## config.mk

```make
export PLATFORM = sky130hd
export DESIGN_NAME = alm_status_irq
export DESIGN_NICKNAME = d
export VERILOG_FILES = /design/src/rtl/alm_pkg.sv /design/src/rtl/alm_sync.sv /design/src/rtl/alm_change_det.sv /design/src/rtl/alm_sticky.sv /design/src/rtl/alm_regs.sv /design/src/rtl/alm_status_irq.sv
export SDC_FILE = /design/constraint.sdc
export NUM_CORES = 1
export LEC_CHECK = 0
export BUFFER_PORTS_ARGS = -buffer_cell sky130_fd_sc_hd__buf_2
export CORE_AREA = 5 5 42 44
export DETAILED_ROUTE_END_ITERATION = 10
export DIE_AREA = 0 0 47 49
export PLACE_DENSITY = 0.67
export SLEW_MARGIN = 20
export SYNTH_ARGS = -nofsm -noshare
export SYNTH_HDL_FRONTEND = slang
export SYNTH_SLANG_ARGS = --single-unit
```

## constraint.sdc

```tcl
create_clock -name clk -period 3.6 [get_ports clk]
set_input_delay 0 -clock clk [delete_from_list [all_inputs] [get_ports clk]]
set_output_delay 0 -clock clk [all_outputs]
set_load 0.02 [all_outputs]
```

## src/rtl/alm_pkg.sv

```systemverilog
package alm_pkg;
  // Field positions inside the 8-bit registers
  localparam int STATE_BIT = 7;
  localparam int CHG_BIT   = 2;
  localparam int IEN_BIT   = 1;
  localparam int MODE_BIT  = 0;

  // Register offsets
  localparam int OFS_CTRL = 0;
  localparam int OFS_IEN  = 1;
  localparam int OFS_STAT = 2;

  typedef enum logic {
    CLR_BY_WRITE = 1'b0,
    CLR_BY_READ  = 1'b1
  } clr_mode_e;
endpackage

```

## src/rtl/alm_sync.sv

```systemverilog
module alm_sync #(
  parameter int STAGES = 2
) (
  input  logic clk,
  input  logic rst,
  input  logic d,
  output logic q
);
  logic [STAGES-1:0] chain;

  generate
    if (STAGES == 1) begin : g_one
      always_ff @(posedge clk) begin
        if (rst) chain <= '0;
        else     chain <= d;
      end
    end else begin : g_many
      always_ff @(posedge clk) begin
        if (rst) chain <= '0;
        else     chain <= {chain[STAGES-2:0], d};
      end
    end
  endgenerate

  assign q = chain[STAGES-1];
endmodule

```

## src/rtl/alm_change_det.sv

```systemverilog
module alm_change_det (
  input  logic clk,
  input  logic rst,
  input  logic lvl,
  output logic prev_q,
  output logic change
);
  always_ff @(posedge clk) begin
    if (rst) prev_q <= 1'b0;
    else     prev_q <= lvl;
  end

  assign change = lvl ^ prev_q;
endmodule

```

## src/rtl/alm_sticky.sv

```systemverilog
module alm_sticky (
  input  logic clk,
  input  logic rst,
  input  logic set,
  input  logic clr,
  output logic flag_q,
  output logic flag_next
);
  // a new event outranks any clear in the same cycle
  assign flag_next = set | (flag_q & ~clr);

  always_ff @(posedge clk) begin
    if (rst) flag_q <= 1'b0;
    else     flag_q <= flag_next;
  end
endmodule

```

## src/rtl/alm_regs.sv

```systemverilog
module alm_regs
  import alm_pkg::*;
#(
  parameter int ADDR_W = 8,
  parameter int DATA_W = 8
) (
  input  logic              clk,
  input  logic              rst,
  input  logic              rd_en,
  input  logic              wr_en,
  input  logic [ADDR_W-1:0] addr,
  input  logic [DATA_W-1:0] wr_data,
  input  logic              alarm_lvl,
  input  logic              chg_q,
  input  logic              chg_next,
  output clr_mode_e         mode_q,
  output logic              ien_q,
  output logic              chg_clr,
  output logic [DATA_W-1:0] rd_data,
  output logic              irq
);
  localparam logic [ADDR_W-1:0] A_CTRL = ADDR_W'(OFS_CTRL);
  localparam logic [ADDR_W-1:0] A_IEN  = ADDR_W'(OFS_IEN);
  localparam logic [ADDR_W-1:0] A_STAT = ADDR_W'(OFS_STAT);

  logic              hit_ctrl, hit_ien, hit_stat;
  logic              ien_next;
  logic [DATA_W-1:0] rd_mux;

  assign hit_ctrl = (addr == A_CTRL);
  assign hit_ien  = (addr == A_IEN);
  assign hit_stat = (addr == A_STAT);

  assign chg_clr = (rd_en & hit_stat & (mode_q == CLR_BY_READ))
                 | (wr_en & hit_stat & wr_data[CHG_BIT]);

  assign ien_next = (wr_en & hit_ien) ? wr_data[IEN_BIT] : ien_q;

  always_comb begin
    rd_mux = '0;
    if (hit_ctrl) rd_mux[MODE_BIT] = mode_q;
    if (hit_ien)  rd_mux[IEN_BIT]  = ien_q;
    if (hit_stat) begin
      rd_mux[STATE_BIT] = alarm_lvl;
      rd_mux[CHG_BIT]   = chg_q;
    end
  end

  always_ff @(posedge clk) begin
    if (rst) begin
      mode_q  <= CLR_BY_WRITE;
      ien_q   <= 1'b0;
      rd_data <= '0;
      irq     <= 1'b0;
    end else begin
      if (wr_en && hit_ctrl) mode_q <= clr_mode_e'(wr_data[MODE_BIT]);
      ien_q   <= ien_next;
      rd_data <= rd_en ? rd_mux : '0;
      irq     <= chg_next & ien_next;
    end
  end
endmodule

```

## src/rtl/alm_status_irq.sv

```systemverilog
module alm_status_irq
  import alm_pkg::*;
#(
  parameter int ADDR_W      = 8,
  parameter int DATA_W      = 8,
  parameter int SYNC_STAGES = 2
) (
  input  logic              clk,
  input  logic              rst,
  input  logic              alarm_in,
  input  logic              rd_en,
  input  logic              wr_en,
  input  logic [ADDR_W-1:0] addr,
  input  logic [DATA_W-1:0] wr_data,
  output logic [DATA_W-1:0] rd_data,
  output logic              irq
);
  logic      alarm_lvl;
  logic      alarm_prev;
  logic      alarm_chg;
  logic      chg_q;
  logic      chg_next;
  logic      chg_clr;
  clr_mode_e mode_q;
  logic      ien_q;

  alm_sync #(.STAGES(SYNC_STAGES)) u_sync (
    .clk (clk),
    .rst (rst),
    .d   (alarm_in),
    .q   (alarm_lvl)
  );

  alm_change_det u_det (
    .clk    (clk),
    .rst    (rst),
    .lvl    (alarm_lvl),
    .prev_q (alarm_prev),
    .change (alarm_chg)
  );

  alm_sticky u_chg (
    .clk       (clk),
    .rst       (rst),
    .set       (alarm_chg),
    .clr       (chg_clr),
    .flag_q    (chg_q),
    .flag_next (chg_next)
  );

  alm_regs #(.ADDR_W(ADDR_W), .DATA_W(DATA_W)) u_regs (
    .clk       (clk),
    .rst       (rst),
    .rd_en     (rd_en),
    .wr_en     (wr_en),
    .addr      (addr),
    .wr_data   (wr_data),
    .alarm_lvl (alarm_lvl),
    .chg_q     (chg_q),
    .chg_next  (chg_next),
    .mode_q    (mode_q),
    .ien_q     (ien_q),
    .chg_clr   (chg_clr),
    .rd_data   (rd_data),
    .irq       (irq)
  );
endmodule

```

# After elaboration in Yosys (flattened, before gate mapping)
# Cells that the tools add are included.
[word_totals]
register_bits = 15
word_cells = 33
[op_classes]
mux = 1
reduce_logical = 5
n_eq_ne = 2
bitwise = 15
[ops]
columns = ["op", "count"]
rows = [
  ["$reduce_or A3 Y1", 3],
  ["$eq A8 B1 Y1 const B", 1],
  ["$eq A8 B2 Y1 const B", 1],
  ["$logic_not A8 Y1", 1],
  ["$and A1 B1 Y1", 7],
  ["$not A1 Y1", 5],
  ["$or A1 B1 Y1", 2],
  ["$logic_and A1 B1 Y1", 1],
  ["$mux W1", 1],
  ["$xor A1 B1 Y1", 1],
]

# Logic depth before layout (Yosys ltp)
# Gate-level depths: netlist of run 1.
[logic_depth]
ltp_word = 8
depth_mapped = 4
ltp_nobuf = 3

# Modules after synthesis
# Synthesis of run 1 repeated with hierarchy kept, for this count alone.
[hier_totals]
cells_unflattened = 51
area_unflattened_um2 = 501.7
[modules_own_cells]
columns = ["mod", "instances", "cells_per_inst", "seq_area_each_um2", "area_each_um2"]
rows = [
  ["alm_regs", 1, 39, 140.1, 364.1],
  ["alm_sync", 1, 4, 40.0, 52.6],
  ["alm_sticky", 1, 5, 20.0, 50.0],
  ["alm_change_det", 1, 3, 20.0, 35.0],
]

# Least setup slack after synthesis of run 1
# Ideal clock, no wire load.
[synth_timing]
path_type = "input to register"
from = "input addr[7]"
to = "register u_regs.ien_q"
slack_ps = 2291
arrival_ps = 1189
stages = 4
cell_sequence = "or4_4 > buf_6 > o311a_1 > or2_1"
[synth_between]
elab_chain_len = 3
[synth_lines]
columns = ["element", "line_no", "source"]
rows = [
  ["start, declared", "alm_status_irq.sv:13", "input logic [ADDR_W-1:0] addr,"],
  ["$eq A8 B1 Y1", "alm_regs.sv:31", "assign hit_ien = (addr == A_IEN);"],
  ["$and A1 B1 Y1", "alm_regs.sv:37", "assign ien_next = (wr_en & hit_ien) ? wr_data[IEN_BIT] : ien_q;"],
  ["$mux W1", "alm_regs.sv:37", ""],
  ["end signal, assigned", "alm_regs.sv:57", "ien_q <= ien_next;"],
  ["end, declared", "alm_regs.sv:17", "output logic ien_q,"],
]
# No other way between the ends.
# A chain may end at the register's enable or synchronous reset.

# Worst setup path in the final report of run 1
[layout_timing]
from = "input alarm_in"
to = "register u_sync.chain[0]"
[layout_rtl]
columns = ["element", "line_no", "source"]
rows = [
  ["start, declared", "alm_status_irq.sv:10", "input logic alarm_in,"],
  ["end signal, assigned", "alm_sync.sv:20", "else chain <= {chain[STAGES-2:0], d};"],
  ["end, declared", "alm_sync.sv:9", "logic [STAGES-1:0] chain;"],
]
# No word-level cell between the ends.

==> impl_results.md, run 1 <==
- Yosys top cell by area: dfxtp_1
- Setup TNS: 0 ns
- Seq pwr share: 53.2%
- Clock power share: 35.2%
- Root Driver: clkbuf_4
- Pre-CTS setup slack: 2.21 ns
- Routed len/inst: 10.4 µm
- Initial antenna violation count: 0
- RSZ-0062 raised after global routing: no
- Worst Setup End Kind: flop
- Max cap viols: 0
- Clock Latency Late Sink: 0.27 ns
- Port Buf Inserts: 20
- Post-synth EDFFs: 0
- Area Overhead vs Synth: 33.2%
- Fin util: 44.8%
- Final setup margin: 2.46 ns
- Final Cycle Share: 31.8%
- GR Util met2: 13.6%
- First-pass GRT wire length: 1560 µm
- Clk_skew: 0.00305 ns
- Busiest layer in global routing: met2
- Area after DPL: 562 µm²
- Sw frac: 23.5%
- Main area contributors after synthesis: dfxtp_1 47%, buf_4 6.4%, and3_1 4.0%
- Yosys reg bits: 11
- Vias in the first global route: 361
- Initial DRT Pass Iterations: 2
- Yosys warns: 0
- Area of the mapped netlist: 472 µm²
- Reg2reg start: u_sync.chain[1]
- GRT Resource Usage Total: 9.60%
- 1st-iter DRT viols: 2
- ANT cells: 0
- Worst VDD drop: 0.124 mV
- Leak: 0.000312 µW
- Data arrival, critical path: 1.30 ns
- Most numerous cell in the Yosys netlist: dfxtp_1
- Setup bufs post-CTS: 0
- FF-to-FF path depth: 3
- Pins Over Slew Limit: 0
- CP Launch Type: input pin
- Worst Path Buf+Inv: 3
- Cells along the critical path: dlygate4sd3_1, buf_2, nor2b_1, dlygate4sd3_1
- Crit. Startpoint: alarm_in
- Initial Util: 33.7%
- DIE WIDTH: 47 µm
- Maximum number of pins on one net before global-route repair: 8
- Int Pwr: 180 µW
- Vias/cell: 4.44
- Final Net Count: 96
- Finished layout cell area: 628 µm²
- CORE AREA: 0.00140 mm²
- Minimum clock period: 1.14 ns
- Hold Crit Depth: 2
- Hold Fails Final Rpt: 0
- CTS Buf Count: 3
- Syn Inst Count: 48
- Reg2reg end: u_chg.flag_q
- Post-DRT Antenna Nets: 0
- DP HPWL: 747 µm
- Crit Path Class: input pin to flop
- Netlist cell types: 24
- Met1 Usage GRT: 10.8%
- Post-synth top area share: 46.7%
- FILL cells: 157
- Worst-path fanout max: 1
- Status: complete, no violations
- Slowest Stage Delay on Critical Path: 0.54 ns
- Critical path's top delay family: buffers and inverters
- Die Y: 49 µm
- Final setup violation count: 0
- Die area: 0.00230 mm²
- GPL Wtd Cong: 0.727
- Hold_ws: 0.0129 ns
- Synth Flop Type: dfxtp_1
- GRT overflow: 0
- H-tree lvl count: 1
- Residual DRC count: 0
- Vias: 400
- I/O Pins: 30
- Crit-path slowest cell: dlygate4sd3_1
- Critical Path RT: 3.76 ns
- Routed wire length: 935 µm
- Synth cell count leaders: 11 x dfxtp_1, 5 x inv_1, 4 x buf_4
- Seq/Total Area, Yosys: 46.7%
- Clock sink count: 11
- Clk buf depth: 2
- Power per cell area: 376 mW/mm²
- Max frequency: 875 MHz
- Met3 GRT Util: 3.32%
- Syn_area_per_cell: 9.83 µm²
- Worst-path clk slew: 0.06 ns
- CTS tree: done
- Combinational power share: 11.6%
- Worst Hold Class: input pin to flop
- R2R Setup Slk: 2.78 ns
- NetSw: 55.5 µW
- Rows: 14
- Layout cells sized above 1: 33.8%
- Crit-path most repeated cell: dlygate4sd3_1
- Async SR Flop Fraction: 0%
- CP Depth: 4
- CP Capture Point: u_sync.chain[0]
-- sequential cells by signal, indices dropped and copies added, names as in the netlist --
signal / cells
u_chg.flag_q: 1
u_det.prev_q: 1
u_regs.ien_q: 1
u_regs.irq: 1
u_regs.mode_q: 1
u_regs.rd_data: 4
u_sync.chain: 2
-- per-stage QoR --
stage          cells  total power (µW)
2_1_floorplan     51               145
3_3_place_gp      82               152
3_5_place_dp      82               152
4_1_cts           90               240
5_1_grt           90               251
6_report          90               236
-- layer usage --
layer,part of all wire (%),vias to the layer above
met1,41,167
met5,0,-
met3,10,4
met2,46,16
li1,-,213
met4,2.5,0
-- timing repair --
item                      CTS  global route
hold buffers                4             0
resized for setup           0             0
hold endpoints to repair    5             0
-- power groups by stage --
stage / Combinational [µW] / Clock (µW) / Sequential (µW)
after floorplan: 16.5 / 0 / 128
after global placement: 23.7 / 0 / 128
after detailed placement: 23.9 / 0 / 129
after CTS: 27.4 / 87.1 / 126
after global routing: 31.1 / 94.0 / 126
final: 27.4 / 82.9 / 126
-- logic make-up after synthesis --
group                  count (synthesis)  synth area share, %
AND/OR/NAND/NOR                       17                 25.2
buffers and inverters                 10                 12.7
XOR/XNOR                               1                 1.86
other                                  1                0.795
AO/OA/AOI/OAI                          8                 12.7
flip-flops                            11                 46.7
-- worst min path at each step --
stage	end	slack, ns	start
2_1_floorplan	u_chg.flag_q	0.07	rst
3_3_place_gp	u_sync.chain[0]	0.21	alarm_in
3_5_place_dp	u_sync.chain[0]	0.22	alarm_in
4_1_cts	u_regs.rd_data[2]	0.009	addr[1]
5_1_grt	u_regs.rd_data[2]	0.009	addr[1]
6_report	u_regs.rd_data[2]	0.01	addr[1]
-- layout by cell type, fill, tap and decap left out --
master / n
or2_1: 1
conb_1: 4
o21a_1: 1
and3_1: 3
buf_2: 20
o311a_1: 1
a21oi_1: 2
or4_4: 1
nor4_1: 2
dfxtp_1: 11
nor3_1: 1
dlygate4sd3_1: 4
nand2b_1: 2
o31a_1: 1
clkbuf_4: 3
nor4_2: 1
nor2b_1: 3
a2bb2oi_1: 1
or3_1: 1
clkbuf_1: 1
o31ai_1: 1
nand3_1: 1
inv_1: 5
a22oi_1: 1
or4b_1: 1
xor2_1: 1
-- worst reg2reg max path, stage by stage (launching register included) --
cell and delay [ns]:
dfxtp_1 0.32, xor2_1 0.14, a21oi_1 0.16, a21oi_1 0.08
-- final cells by class --
cell class                      count  area [µm²]  area share [%]
Clock buffer                        4        26.3            4.18
Inverter                            5        18.8            2.99
Multi-Input combinational cell     30         203            32.3
Sequential cell                    11         220            35.1
Tap cell                           16        20.0            3.19
Timing Repair Buffer               24         140            22.3
No activity file was read; power rests on OpenSTA's default activity.
==> inputs of run 2 (changes only) <==
Clock period 3.6 ns to 1.2 ns, I/O delays scaled along.
==> run 2 against run 1 <==
Final area grew 0.60%. Routed wire length grew 9.5%. First-iteration DRC count grew to 2.5 times the previous value. Via count grew 7.0%. Power grew to 3.0 times the previous value. Sequential share of layout area shrank 0.21 points. Clock power grew to 2.9 times the previous value. Die area is the same. Critical path depth is the same. Non-clock buffer count is the same. Count of clock-buffer cells in the layout is the same. Largest power group unchanged. Highest routed layer unchanged.
==> impl_results.md, run 2 (synthesized netlist as in run 1, its figures left out) <==
- Max frequency: 864 MHz
- Layout cells sized above 1: 36.5% (+2.7 points)
- Routed wire length: 1020 µm (+9.5%)
- Root Driver: clkbuf_4
- Post-DRT Antenna Nets: 0 (unchanged)
- Reg2reg end: u_chg.flag_q
- Data arrival, critical path: 1.31 ns (about the same)
- 1st-iter DRT viols: 5 (+3)
- Hold Crit Depth: 3 (+1)
- Initial Util: 33.7% (unchanged)
- Power per cell area: 1110 mW/mm² (+200%)
- Hold Fails Final Rpt: 0 (unchanged)
- Rows: 14 (unchanged)
- Vias/cell: 4.76 (+7.0%)
- GRT Resource Usage Total: 9.03% (-0.56 points)
- Seq pwr share: 53.6% (+0.4 points)
- Maximum number of pins on one net before global-route repair: 8 (unchanged)
- Die Y: 49 µm (unchanged)
- CP Launch Type: input pin
- Worst-path clk slew: 0.06 ns (about the same)
- Combinational power share: 12.0% (+0.4 points)
- Clk_skew: 0.000341 ns (-0.00271 ns)
- Clk buf depth: 2 (unchanged)
- R2R Setup Slk: 0.35 ns (-2.43 ns)
- Final setup violation count: 0 (unchanged)
- FF-to-FF path depth: 3 (unchanged)
- CORE AREA: 0.00140 mm² (unchanged)
- Vias: 428 (+7.0%)
- Pins Over Slew Limit: 0 (unchanged)
- Post-Layout Cell Count: 90 (unchanged)
- Sw frac: 23.1% (-0.41 points)
- DIE WIDTH: 47 µm (unchanged)
- Setup bufs post-CTS: 0 (unchanged)
- RSZ-0062 raised after global routing: no
- GPL Wtd Cong: 0.762 (+4.8%)
- Final Net Count: 96 (unchanged)
- Worst Hold Class: input pin to flop
- Most common cell after layout, fill and taps aside: buf_2
- Clock Latency Late Sink: 0.26 ns (about the same)
- Worst VDD drop: 0.499 mV (+300%)
- Crit Path Class: input pin to flop
- Reg2reg start: u_sync.chain[1]
- Routed len/inst: 11.4 µm (+9.5%)
- Biggest register: u_regs.rd_data
- Int Pwr: 541 µW (+200%)
- Worst Hold Endpoint: u_regs.rd_data[1]
- CTS Buf Count: 3 (unchanged)
- Most frequent cells in the layout: 20 x buf_2, 11 x dfxtp_1, 5 x inv_1, 4 x conb_1
- Hold_ws: 0.0128 ns (-0.000108 ns)
- Max cap viols: 0 (unchanged)
- Minimum clock period: 1.16 ns
- Area Overhead vs Synth: 34.0%
- Leak: 0.000313 µW (+0.24%)
- GRT overflow: 0 (unchanged)
- HP Start: rd_en
- Final Cycle Share: 96.4%
- Critical Path RT: 1.35 ns (-2.41 ns)
- Status: complete, no violations
- Inst Count DP: 83 (+1.2%)
- Port Buf Inserts: 20 (unchanged)
- I/O Pins: 30 (unchanged)
- Worst-path fanout max: 7 (+6)
- Max reg flops: 4 (unchanged)
- First-pass GRT wire length: 1540 µm (-1.3%)
- Clock sink count: 11 (unchanged)
- Initial DRT Pass Iterations: 4 (+2)
- CTS tree: done
- Clock power share: 34.4% (-0.8 points)
- Vias in the first global route: 419 (+16%)
- ANT cells: 0 (unchanged)
- Largest registers: u_regs.rd_data: 4 flops, u_sync.chain: 2 flops
- Die area: 0.00230 mm² (unchanged)
- DP HPWL: 817 µm (+9.4%)
- Initial antenna violation count: 0 (unchanged)
- Worst Setup End Kind: flop
- H-tree lvl count: 1 (unchanged)
- Residual DRC count: 0 (unchanged)
- NetSw: 163 µW (+190%)
[run 2: changes by cell type in the layout (fill, tap and decap cells not counted)]
cell | previous run | this run
nor4_2 | 1 | 2
dlygate4sd3_1 | 4 | 3
buf_4 | 0 | 1
nor4_1 | 2 | 1
[run 2: stage by stage]
step	instance area (µm²)	total power, µW	setup slack (ns)	TNS (ns)	utilization [%]
after floorplan	483	434	-0.0508	-0.0508	-
after global routing	632	746	0.0140	0	45.1
after detailed placement	569	461	-0.163	-0.528	40.6
final	632	704	0.0426	0	45.1
after global placement	569	459	-0.150	-0.362	40.6
after CTS	626	715	0.0668	0	44.6
[run 2: power by group through the flow]
stage / clock network (µW) / registers (µW) / logic, µW
2_1_floorplan: 0 / 385 / 49.4
3_3_place_gp: 0 / 386 / 73.8
4_1_cts: 255 / 377 / 83.0
6_report: 242 / 377 / 84.8
3_5_place_dp: 0 / 386 / 75.6
5_1_grt: 273 / 377 / 94.6
[run 2: worst max-delay path, stage by stage]
cell	delay, ns
dlygate4sd3_1	0.53
buf_2	0.18
nor2b_1	0.06
dlygate4sd3_1	0.54
[run 2: worst max path at each step]
stage | startpoint | to | cells after the start
after floorplan | addr[7] | u_regs.ien_q | 4
after global placement | addr[1] | u_regs.ien_q | 4
after detailed placement | addr[1] | u_regs.ien_q | 4
after CTS | alarm_in | u_sync.chain[0] | 4
after global routing | rst | u_sync.chain[0] | 4
final | rst | u_sync.chain[0] | 4
[run 2: layer usage]
metal	global-route usage [%]	vias up	routed length (µm)	share of wire, %
met4	6.91	0	27	2.6
li1	-	214	-	-
met3	1.11	4	92	9.0
met5	0	-	0	0
met2	15.8	16	540	53
met1	8.85	194	363	35
[run 2: timing repair]
item	CTS	global route
resized for setup	0	1
endpoints found under the setup margin	0	1
hold endpoints to repair	4	0
hold buffers	3	0
[run 2: cell type report]
class                           count  area (µm²)
Fill cell                         147         769
Sequential cell                    11         220
Multi-Input combinational cell     30         209
Timing Repair Buffer               24         138
Clock buffer                        4        26.3
Tap cell                           16        20.0
Inverter                            5        18.8
